### config.mk
export PLATFORM = sky130hd
export DESIGN_NAME = edge_gpio_ctrl
export DESIGN_NICKNAME = d
export VERILOG_FILES = /design/src/rtl/edge_gpio_pkg.sv /design/src/rtl/egpio_sync.sv /design/src/rtl/egpio_edge_cell.sv /design/src/rtl/egpio_regs.sv /design/src/rtl/edge_gpio_ctrl.sv
export SDC_FILE = /design/constraint.sdc
export NUM_CORES = 1
export LEC_CHECK = 0
export CAP_MARGIN = 20
export CORE_AREA = 10 10 232 146
export CTS_CLUSTER_SIZE = 30
export DETAILED_ROUTE_END_ITERATION = 16
export DIE_AREA = 0 0 242 156
export SLEW_MARGIN = 30
export SYNTH_ARGS = -nofsm -noshare
export SYNTH_HDL_FRONTEND = slang
export SYNTH_SLANG_ARGS = --single-unit
### constraint.sdc
create_clock -name clk -period 2.3 [get_ports clk]
set_clock_uncertainty 0.15 [all_clocks]
set_input_delay 0.575 -clock clk [delete_from_list [all_inputs] [get_ports clk]]
set_output_delay 0.575 -clock clk [all_outputs]
set_load 0.01 [all_outputs]
### src/rtl/edge_gpio_pkg.sv
package edge_gpio_pkg;
  localparam int IDX_W = 3;

  // word index of each register; software-visible order
  typedef enum logic [IDX_W-1:0] {
    IDX_LEVEL = 3'd0,
    IDX_DIR   = 3'd1,
    IDX_SET   = 3'd2,
    IDX_CLR   = 3'd3,
    IDX_RISE  = 3'd4,
    IDX_FALL  = 3'd5,
    IDX_STAT  = 3'd6,
    IDX_ALT   = 3'd7
  } reg_idx_e;
endpackage

### src/rtl/egpio_sync.sv
module egpio_sync #(
  parameter int W = 28
) (
  input  logic         clk,
  input  logic         rst,
  input  logic [W-1:0] d,
  output logic [W-1:0] q
);
  logic [W-1:0] meta_q;

  always_ff @(posedge clk) begin
    if (rst) begin
      meta_q <= '0;
      q      <= '0;
    end else begin
      meta_q <= d;
      q      <= meta_q;
    end
  end
endmodule

### src/rtl/egpio_edge_cell.sv
module egpio_edge_cell (
  input  logic clk,
  input  logic rst,
  input  logic smp,
  input  logic rise_en,
  input  logic fall_en,
  input  logic clr,
  output logic status_q,
  output logic status_nxt
);
  logic prev_q;
  logic rise_hit;
  logic fall_hit;

  always_comb begin
    rise_hit   = smp & ~prev_q & rise_en;
    fall_hit   = ~smp & prev_q & fall_en;
    // a fresh edge overrides a clear in the same cycle
    status_nxt = (status_q & ~clr) | rise_hit | fall_hit;
  end

  always_ff @(posedge clk) begin
    if (rst) begin
      prev_q   <= 1'b0;
      status_q <= 1'b0;
    end else begin
      prev_q   <= smp;
      status_q <= status_nxt;
    end
  end

  AST_RISE_SETS: assert property (@(posedge clk) disable iff (rst)
    (smp && !prev_q && rise_en) |=> status_q);
  AST_FALL_SETS: assert property (@(posedge clk) disable iff (rst)
    (!smp && prev_q && fall_en) |=> status_q);
  AST_STICKY: assert property (@(posedge clk) disable iff (rst)
    (status_q && !clr) |=> status_q);
  AST_NO_SPURIOUS: assert property (@(posedge clk) disable iff (rst)
    (!status_q && (smp == prev_q)) |=> !status_q);
  AST_EDGE_WINS: assert property (@(posedge clk) disable iff (rst)
    (clr && smp && !prev_q && rise_en) |=> status_q);
endmodule

### src/rtl/egpio_regs.sv
module egpio_regs
  import edge_gpio_pkg::*;
#(
  parameter int NUM_LINES = 28,
  parameter int DATA_W    = 32
) (
  input  logic                 clk,
  input  logic                 rst,
  input  logic [IDX_W-1:0]     idx,
  input  logic                 we,
  input  logic [DATA_W-1:0]    wdata,
  input  logic [NUM_LINES-1:0] level,
  input  logic [NUM_LINES-1:0] status,
  output logic [NUM_LINES-1:0] latch_q,
  output logic [NUM_LINES-1:0] dir_q,
  output logic [NUM_LINES-1:0] rise_en_q,
  output logic [NUM_LINES-1:0] fall_en_q,
  output logic [NUM_LINES-1:0] stat_clr,
  output logic [DATA_W-1:0]    rdata
);
  reg_idx_e               sel;
  logic [NUM_LINES-1:0]   wlines;
  logic [NUM_LINES-1:0]   alt_q;
  logic [NUM_LINES-1:0]   rd_lines;
  logic [DATA_W-1:0]      rd_word;
  logic                   unused_wdata;

  assign sel          = reg_idx_e'(idx);
  assign wlines       = wdata[NUM_LINES-1:0];
  assign unused_wdata = ^wdata;
  assign stat_clr     = (we && sel == IDX_STAT) ? wlines : '0;

  always_ff @(posedge clk) begin
    if (rst) begin
      latch_q   <= '0;
      dir_q     <= '0;
      rise_en_q <= '0;
      fall_en_q <= '0;
      alt_q     <= '0;
    end else if (we) begin
      unique case (sel)
        IDX_DIR:  dir_q     <= wlines;
        IDX_SET:  latch_q   <= latch_q | wlines;
        IDX_CLR:  latch_q   <= latch_q & ~wlines;
        IDX_RISE: rise_en_q <= wlines;
        IDX_FALL: fall_en_q <= wlines;
        IDX_ALT:  alt_q     <= wlines;
        default:  ;
      endcase
    end
  end

  always_comb begin
    unique case (sel)
      IDX_LEVEL: rd_lines = level;
      IDX_DIR:   rd_lines = dir_q;
      IDX_RISE:  rd_lines = rise_en_q;
      IDX_FALL:  rd_lines = fall_en_q;
      IDX_STAT:  rd_lines = status;
      IDX_ALT:   rd_lines = alt_q;
      default:   rd_lines = '0;
    endcase
    rd_word                = '0;
    rd_word[NUM_LINES-1:0] = rd_lines;
  end

  always_ff @(posedge clk) begin
    if (rst) rdata <= '0;
    else     rdata <= rd_word;
  end

  AST_SET_PORT: assert property (@(posedge clk) disable iff (rst)
    (we && sel == IDX_SET) |=>
      ((latch_q & $past(wdata[NUM_LINES-1:0])) == $past(wdata[NUM_LINES-1:0])));
  AST_CLR_PORT: assert property (@(posedge clk) disable iff (rst)
    (we && sel == IDX_CLR) |=> ((latch_q & $past(wdata[NUM_LINES-1:0])) == '0));
  AST_DIR_HOLD: assert property (@(posedge clk) disable iff (rst)
    !(we && sel == IDX_DIR) |=> $stable(dir_q));
  AST_UPPER_ZERO: assert property (@(posedge clk) disable iff (rst)
    rdata[DATA_W-1:NUM_LINES] == '0);
endmodule

### src/rtl/edge_gpio_ctrl.sv
module edge_gpio_ctrl
  import edge_gpio_pkg::*;
#(
  parameter int NUM_LINES  = 28,
  parameter int NUM_DIRECT = 11,
  parameter int DATA_W     = 32
) (
  input  logic                  clk,
  input  logic                  rst,
  input  logic [IDX_W-1:0]      bus_idx,
  input  logic                  bus_we,
  input  logic [DATA_W-1:0]     bus_wdata,
  output logic [DATA_W-1:0]     bus_rdata,
  input  logic [NUM_LINES-1:0]  pin_i,
  output logic [NUM_LINES-1:0]  pin_o,
  output logic [NUM_LINES-1:0]  pin_oe,
  output logic [NUM_DIRECT-1:0] irq_line,
  output logic                  irq_shared
);
  localparam int SHARED_LO = NUM_DIRECT;

  logic [NUM_LINES-1:0] level;
  logic [NUM_LINES-1:0] latch_q;
  logic [NUM_LINES-1:0] dir_q;
  logic [NUM_LINES-1:0] rise_en_q;
  logic [NUM_LINES-1:0] fall_en_q;
  logic [NUM_LINES-1:0] stat_clr;
  logic [NUM_LINES-1:0] status_q;
  logic [NUM_LINES-1:0] status_nxt;

  egpio_sync #(.W(NUM_LINES)) u_sync (
    .clk (clk),
    .rst (rst),
    .d   (pin_i),
    .q   (level)
  );

  egpio_regs #(.NUM_LINES(NUM_LINES), .DATA_W(DATA_W)) u_regs (
    .clk       (clk),
    .rst       (rst),
    .idx       (bus_idx),
    .we        (bus_we),
    .wdata     (bus_wdata),
    .level     (level),
    .status    (status_q),
    .latch_q   (latch_q),
    .dir_q     (dir_q),
    .rise_en_q (rise_en_q),
    .fall_en_q (fall_en_q),
    .stat_clr  (stat_clr),
    .rdata     (bus_rdata)
  );

  for (genvar g = 0; g < NUM_LINES; g++) begin : g_line
    egpio_edge_cell u_cell (
      .clk        (clk),
      .rst        (rst),
      .smp        (level[g]),
      .rise_en    (rise_en_q[g]),
      .fall_en    (fall_en_q[g]),
      .clr        (stat_clr[g]),
      .status_q   (status_q[g]),
      .status_nxt (status_nxt[g])
    );
  end

  // shared interrupt registered from next state so it aligns with status
  always_ff @(posedge clk) begin
    if (rst) irq_shared <= 1'b0;
    else     irq_shared <= |status_nxt[NUM_LINES-1:SHARED_LO];
  end

  assign irq_line = status_q[NUM_DIRECT-1:0];
  assign pin_o    = latch_q;
  assign pin_oe   = dir_q;

  AST_SHARED_IRQ: assert property (@(posedge clk) disable iff (rst)
    irq_shared == (|status_q[NUM_LINES-1:SHARED_LO]));
endmodule

Word level (Yosys, flattened, before mapping)
Cells that the tools add are included.
{ "op_classes": {"eq_ne": 7, "n_mux": 3, "n_bitwise": 283, "reduce_logical": 9} }
{ "op_table": {"columns": ["op", "count"], "rows": [
  ["28-bit case mux with 6 select lines", 1],
  ["1-bit bitwise AND", 140],
  ["1-bit NOT", 84],
  ["1-bit bitwise OR", 56],
  ["28-bit case mux with 2 select lines", 1],
  ["28-bit bitwise AND", 1],
  ["28-bit two-way mux", 1],
  ["28-bit NOT", 1],
  ["28-bit bitwise OR", 1],
  ["17-bit OR reduction", 1],
  ["3-bit equality test (second input constant)", 4],
  ["2-bit AND reduction", 5],
  ["3-bit by 2-bit equality test with 1-bit output (second input constant)", 2],
  ["3-bit by 1-bit equality test with 1-bit output (second input constant)", 1],
  ["3-bit zero test", 1],
  ["2-bit nonzero test", 1],
  ["1-bit logical AND", 1]
]} }
{ "word_totals": {"output_inout_bits": 100, "input_bits": 66, "wordCells": 368, "ff_bits": 285} }

Depth between registers and ports, before layout
{ "logic_depth": {"ltp_word": 8, "depth_mapped": 9, "depth_no_buf": 6} }

Hierarchy
From an unflattened synthesis, not the netlist that was laid out.
{ "hier_totals": {"hier_cells": 1182, "hier_area_um2": 11238.3} }
{ "by_module_without_submodules": {"columns": ["mod", "instances", "area_per_inst_um2", "cells_each", "seq_area_each_um2"], "rows": [
  ["egpio_regs", 1, 7270.7, 821, 3363.2],
  ["egpio_edge_cell", 28, 78.8, 8, 40.0],
  ["egpio_sync", 1, 1610.3, 118, 1121.1],
  ["edge_gpio_ctrl", 1, 150.1, 19, 20.0]
]} }

Worst setup path after synthesis
OpenSTA, ideal clock, no wires.
{ "synth_timing": {"path_kind": "input-to-reg", "start": "in bus_idx[0]", "end": "reg irq_shared", "t_arrival_ns": 1.773, "setup_ns": 0.138, "path_buffers": 3, "t_required_ns": 2.012, "slack_ns": 0.239, "stages": 9, "cell_sequence": "buf_6 -> and4b_1 -> buf_6 -> buf_8 -> nand2_2 -> a21oi_2 -> nand4_1 -> nor4_1 -> a41oi_1"} }
{ "synth_via": {"elab_chain_len": 8, "elab_cells_between_ends": 72, "cone_classes": "1 x eq/ne; 1 x mux; 68 x bitwise; 2 x reduce/logical"} }
{ "synth_rtl": {"columns": ["element", "line_no", "text"], "rows": [
  ["from (decl)", "edge_gpio_ctrl.sv:10", "input logic [IDX_W-1:0] bus_idx,"],
  ["3-bit equality test *", "egpio_regs.sv:31", "assign stat_clr = (we && sel == IDX_STAT) ? wlines : '0;"],
  ["1-bit logical AND *", "egpio_regs.sv:31", null],
  ["28-bit two-way mux *", "egpio_regs.sv:31", null],
  ["1-bit NOT", "egpio_edge_cell.sv:19", "status_nxt = (status_q & ~clr) | rise_hit | fall_hit;"],
  ["1-bit bitwise AND", "egpio_edge_cell.sv:19", null],
  ["1-bit bitwise OR (2 in series)", "egpio_edge_cell.sv:19", null],
  ["17-bit OR reduction *", "edge_gpio_ctrl.sv:70", "else irq_shared <= |status_nxt[NUM_LINES-1:SHARED_LO];"],
  ["to (signal assigned)", "edge_gpio_ctrl.sv:70", null],
  ["to (decl)", "edge_gpio_ctrl.sv:18", "output logic irq_shared"]
]} }
Mark *: on every way between the ends. The rest lies on a longest branch, timed or not.
A chain may end at the register's enable or synchronous reset.

Final worst setup path
{ "layout_timing": {"start": "in bus_idx[1]", "end": "reg irq_shared"} }
The elaborated chain is that of the path after synthesis.

==> tab_implementation.tex <==
\begin{tabular}{lr}
\hline
Metric & Value \\
\hline
\multicolumn{2}{l}{\textbf{Detailed routing}} \\
\quad Number of vias in the routed layout & 9,001 \\
\quad Initial drt markers & 821 \\
\quad First-pass iteration count of the detailed router & 5 \\
\quad Routed Antenna Nets & 0 \\
\quad Average via count per standard cell & 5.11 \\
\quad Final routed DRC violation total & 0 \\
\quad Routed wire length per instance & 19.2 um \\
\quad Aggregate routed wire length & 33,800 um \\
\multicolumn{2}{l}{\textbf{Run}} \\
\quad Max-capacitance violation count & 0 \\
\multicolumn{2}{l}{\textbf{Finish}} \\
\quad Most common cell after layout, fill and taps aside & sky130\_fd\_sc\_hd\_\_nand2\_1 \\
\quad Fillers & 2,851 \\
\quad Multi-input gate area & 0.00414 mm2 \\
\quad Sequential cell area & 0.00563 mm2 \\
\quad Highest-count cells in the layout ignoring fill and taps & 285 x sky130\_fd\_sc\_hd\_\_nand2\_1, 281 x sky130\_fd\_sc\_hd\_\_dfxtp\_1, 167 x sky130\_fd\_sc\_hd\_\_a21oi\_1, 150 x sky130\_fd\_sc\_hd\_\_clkdlybuf4s50\_1 \\
\quad Final instance area & 0.0136 mm2 \\
\quad Area growth from synthesis to layout & 33.8\% \\
\quad Count of non-filler cells in the finished layout & 1,761 \\
\quad Number of antenna diodes & 0 \\
\quad Share of layout cells above drive strength 1 & 10.4\% \\
\quad Nets & 1,401 \\
\multicolumn{2}{l}{\textbf{Global route}} \\
\quad First-pass GRT wire length & 51,700 um \\
\quad Number of antenna violations at the first check in global routing & 0 \\
\quad Largest net degree at the start of global routing & 133 \\
\quad Via count of the first global-routing pass & 8,716 \\
\quad Aggregate global-route resource usage & 17.1\% \\
\quad Leftover overflow at the end of global routing & 0 \\
\multicolumn{2}{l}{\textbf{Setup path}} \\
\quad Critical-path maximum fanout & 16 \\
\quad Crit Reg-Reg Endpoint & irq\_shared \\
\quad Worst EP arrival & 2.53 ns \\
\quad Worst reg2reg path startpoint & u\_sync.q[22] \\
\quad FF-to-FF path depth & 6 \\
\quad Startpoint type of the worst setup path & input pin \\
\quad Capturing element type of the critical path & flip-flop \\
\quad Req. time, crit path & 2.56 ns \\
\quad Classification of the worst setup path & in -> reg \\
\quad Internal reg-to-reg setup slack & 0.42 ns \\
\multicolumn{2}{l}{\textbf{Floorplan}} \\
\quad Overall die height & 156 um \\
\quad Core Footprint & 0.0296 mm2 \\
\quad Die footprint & 0.0378 mm2 \\
\quad Total number of placement rows & 49 \\
\quad Chip Width & 242 um \\
\quad Initial standard-cell utilization of the core & 34.5\% \\
\quad \# IOs & 166 \\
\multicolumn{2}{l}{\textbf{Logic synthesis}} \\
\quad Post-Synthesis Cells & 1,160 \\
\quad Share of cell area taken by muxes after synthesis & 0\% \\
\quad Synthesized area per cell & 8.79 um2 \\
\quad Compound-gate portion of the synthesized area & 20.1\% \\
\quad Sequential cell area fraction in the yosys report & 55.2\% \\
\quad Syn Std Cell Area & 0.0102 mm2 \\
\quad Area fraction in and, or, nand and nor cells after synthesis & 19.9\% \\
\quad Count of distinct cell types in the synthesized netlist & 31 \\
\quad Adder and majority cell fraction of the synthesized area & 0\% \\
\quad XOR/XNOR Fraction of Synth Area & 0\% \\
\quad Count of state elements after synthesis & 281 \\
\quad Main combinational cell family by area after synthesis & compound AO/OA/AOI/OAI gates \\
\quad Synthesis warning total & 0 \\
\multicolumn{2}{l}{\textbf{Pwr}} \\
\quad Leakage & 4.67 nW \\
\quad Peak VDD IR & 0.505 mV \\
\quad Power density of the placed cells & 754 mW/mm2 \\
\multicolumn{2}{l}{\textbf{Clock tree}} \\
\quad Num CTS Buffers & 27 \\
\quad Sinks on the clock net & 281 \\
\quad Clock root cell & sky130\_fd\_sc\_hd\_\_clkbuf\_16 \\
\quad Post-CTS Setup Bufs & 0 \\
\quad CTS tree & built \\
\quad Max Buffers Root-to-Sink & 3 \\
\quad Htree depth & 1 \\
\quad Reg clk slew, reported paths & 0.07 ns \\
\quad Clock latency of the later-clocked register in the worst-skew pair & 0.56 ns \\
\multicolumn{2}{l}{\textbf{Placed design}} \\
\quad Routability-driven placement congestion ratio & 0.821 \\
\quad Half-perimeter wire length after detailed placement & 23,100 um \\
\quad Instance area at placement & 0.0128 mm2 \\
\quad Setup slack after placement & -0.562 ns \\
\quad Cell total after placement & 1,714 \\
\quad Count of buffers inserted at the top-level ports & 157 \\
\multicolumn{2}{l}{\textbf{STA}} \\
\quad Portion of the clock cycle consumed by the worst path in the final layout & 98.7\% \\
\quad Post-layout min period & 2.27 ns \\
\quad Number of pins with negative max-slew slack in the final report & 0 \\
\quad Worst hold slack across all endpoints & 0.279 ns \\
\quad Relative slew margins & 59.2\% \\
\quad Final hold violation count & 0 \\
\quad Setup slack after layout & 0.0288 ns \\
\quad Worst Max-Slew Pin Slew & 0.613 ns \\
\quad Upper clock frequency limit & 440 MHz \\
\quad Setup-failing EPs final & 0 \\
\multicolumn{2}{l}{\textbf{Status}} \\
\quad Outcome & completed \\
\multicolumn{2}{l}{\textbf{Worst hold path}} \\
\quad Tightest Hold Check Type & reg -> reg \\
\quad Hold Path Stages & 1 \\
\quad Launch instance of the worst min-delay path & u\_sync.meta\_q[15] \\
\quad Hold endpoint & u\_sync.q[15] \\
\hline
\end{tabular}
## logic make-up (layout without fill, tap and decap cells)
family                 Yosys count  in the layout
flip-flops                     281            281
AND/OR/NAND/NOR                442            442
AO/OA/AOI/OAI                  338            338
other                            1              4
buffers and inverters           98            288
## routing by layer
layer | up-vias | GRT usage (%) | share of wire [%] | wire, um
met2 | 336 | 26.3 | 44 | 14800
met1 | 4288 | 23.9 | 46 | 15700
li1 | 4330 | - | - | -
met3 | 47 | 3.76 | 8.2 | 2770
met5 | - | 0 | 0 | 0
met4 | 0 | 3.88 | 1.7 | 573
## Yosys cell counts, drive strengths merged
library cell / number / area share, %
and4b: 1 / 0.098
a41oi: 1 / 0.086
nand2: 286 / 11
nor2: 29 / 1.1
nor3: 2 / 0.15
a311oi: 28 / 2.4
clkbuf: 47 / 1.7
and3: 2 / 0.12
nand3b: 28 / 2.1
o21ai: 28 / 1.4
nor2b: 84 / 5.2
dfxtp: 281 / 55
a22oi: 84 / 6.2
inv: 1 / 0.037
a21oi: 168 / 8.3
nand4: 3 / 0.18
a31oi: 28 / 1.7
buf: 50 / 3.0
nor3b: 2 / 0.20
and2: 4 / 0.25
a21o: 1 / 0.074
nor4: 1 / 0.061
conb: 1 / 0.037
## metrics by stage
| stage | power [W] | TNS [ns] | util (%) |
|---|---|---|---|
| 6_report | 0.0103 | 0 | 46.2 |
| 5_1_grt | 0.0107 | -0.0175 | 46.2 |
| 4_1_cts | 0.0104 | 0 | 46.1 |
| 3_5_place_dp | 0.00596 | -21.79 | 43.2 |
| 3_3_place_gp | 0.00595 | -17.67 | 43.2 |
| 2_1_floorplan | 0.00548 | 0 | - |
## worst max path at each step
stage / from / to / slack, ns / cells past startpoint
final: bus_idx[1] / irq_shared / 0.03 / 8
after global routing: bus_idx[1] / irq_shared / -0.02 / 8
after CTS: u_regs.dir_q[15] / pin_oe[15] / 0.008 / 1
after detailed placement: bus_idx[1] / irq_shared / -0.56 / 8
after global placement: bus_idx[1] / irq_shared / -0.53 / 8
after floorplan: bus_idx[0] / irq_shared / 0.24 / 9
## critical path, stage by stage
cell and delay, ns:
sky130_fd_sc_hd__clkdlybuf4s50_1 0.52, sky130_fd_sc_hd__and4b_2 0.29, sky130_fd_sc_hd__buf_12 0.15, sky130_fd_sc_hd__nand2_1 0.06, sky130_fd_sc_hd__a21oi_1 0.28, sky130_fd_sc_hd__nand4_1 0.16
sky130_fd_sc_hd__nor4_2 0.35, sky130_fd_sc_hd__a41oi_1 0.15
## timing repair
action                     CTS  global route
setup endpoints to repair    2             4
pin swaps                    0             1
resized for setup            2             4
hold buffers                 0             0
## report_power, final
part / switching (W) / internal [W]
clock: 0.00190 / 0.00253
sequential: 0.0000779 / 0.00499
combinational: 0.000427 / 0.000359
total: 0.00241 / 0.00788
## flip-flops by register name, summed over array words and instances (netlist names), named ones only
signal and cells:
g_line.u_cell.prev_q 28, g_line.u_cell.status_q 28, u_regs.alt_q 28, u_regs.dir_q 28
u_regs.fall_en_q 28, u_regs.rdata 28, u_regs.rise_en_q 28, u_sync.meta_q 28
u_sync.q 28, irq_shared 1
## final cells by class
| type | instances | share of cell area [%] |
|---|---|---|
| Multi-Input combinational cell | 784 | 30.4 |
| Clock buffer | 41 | 5.93 |
| Tap cell | 408 | 3.74 |
| Clock inverter | 6 | 0.477 |
| Timing Repair Buffer | 240 | 18.2 |
| Inverter | 1 | 0.0275 |
| Sequential cell | 281 | 41.2 |
No activity file was read; power rests on OpenSTA's default activity.
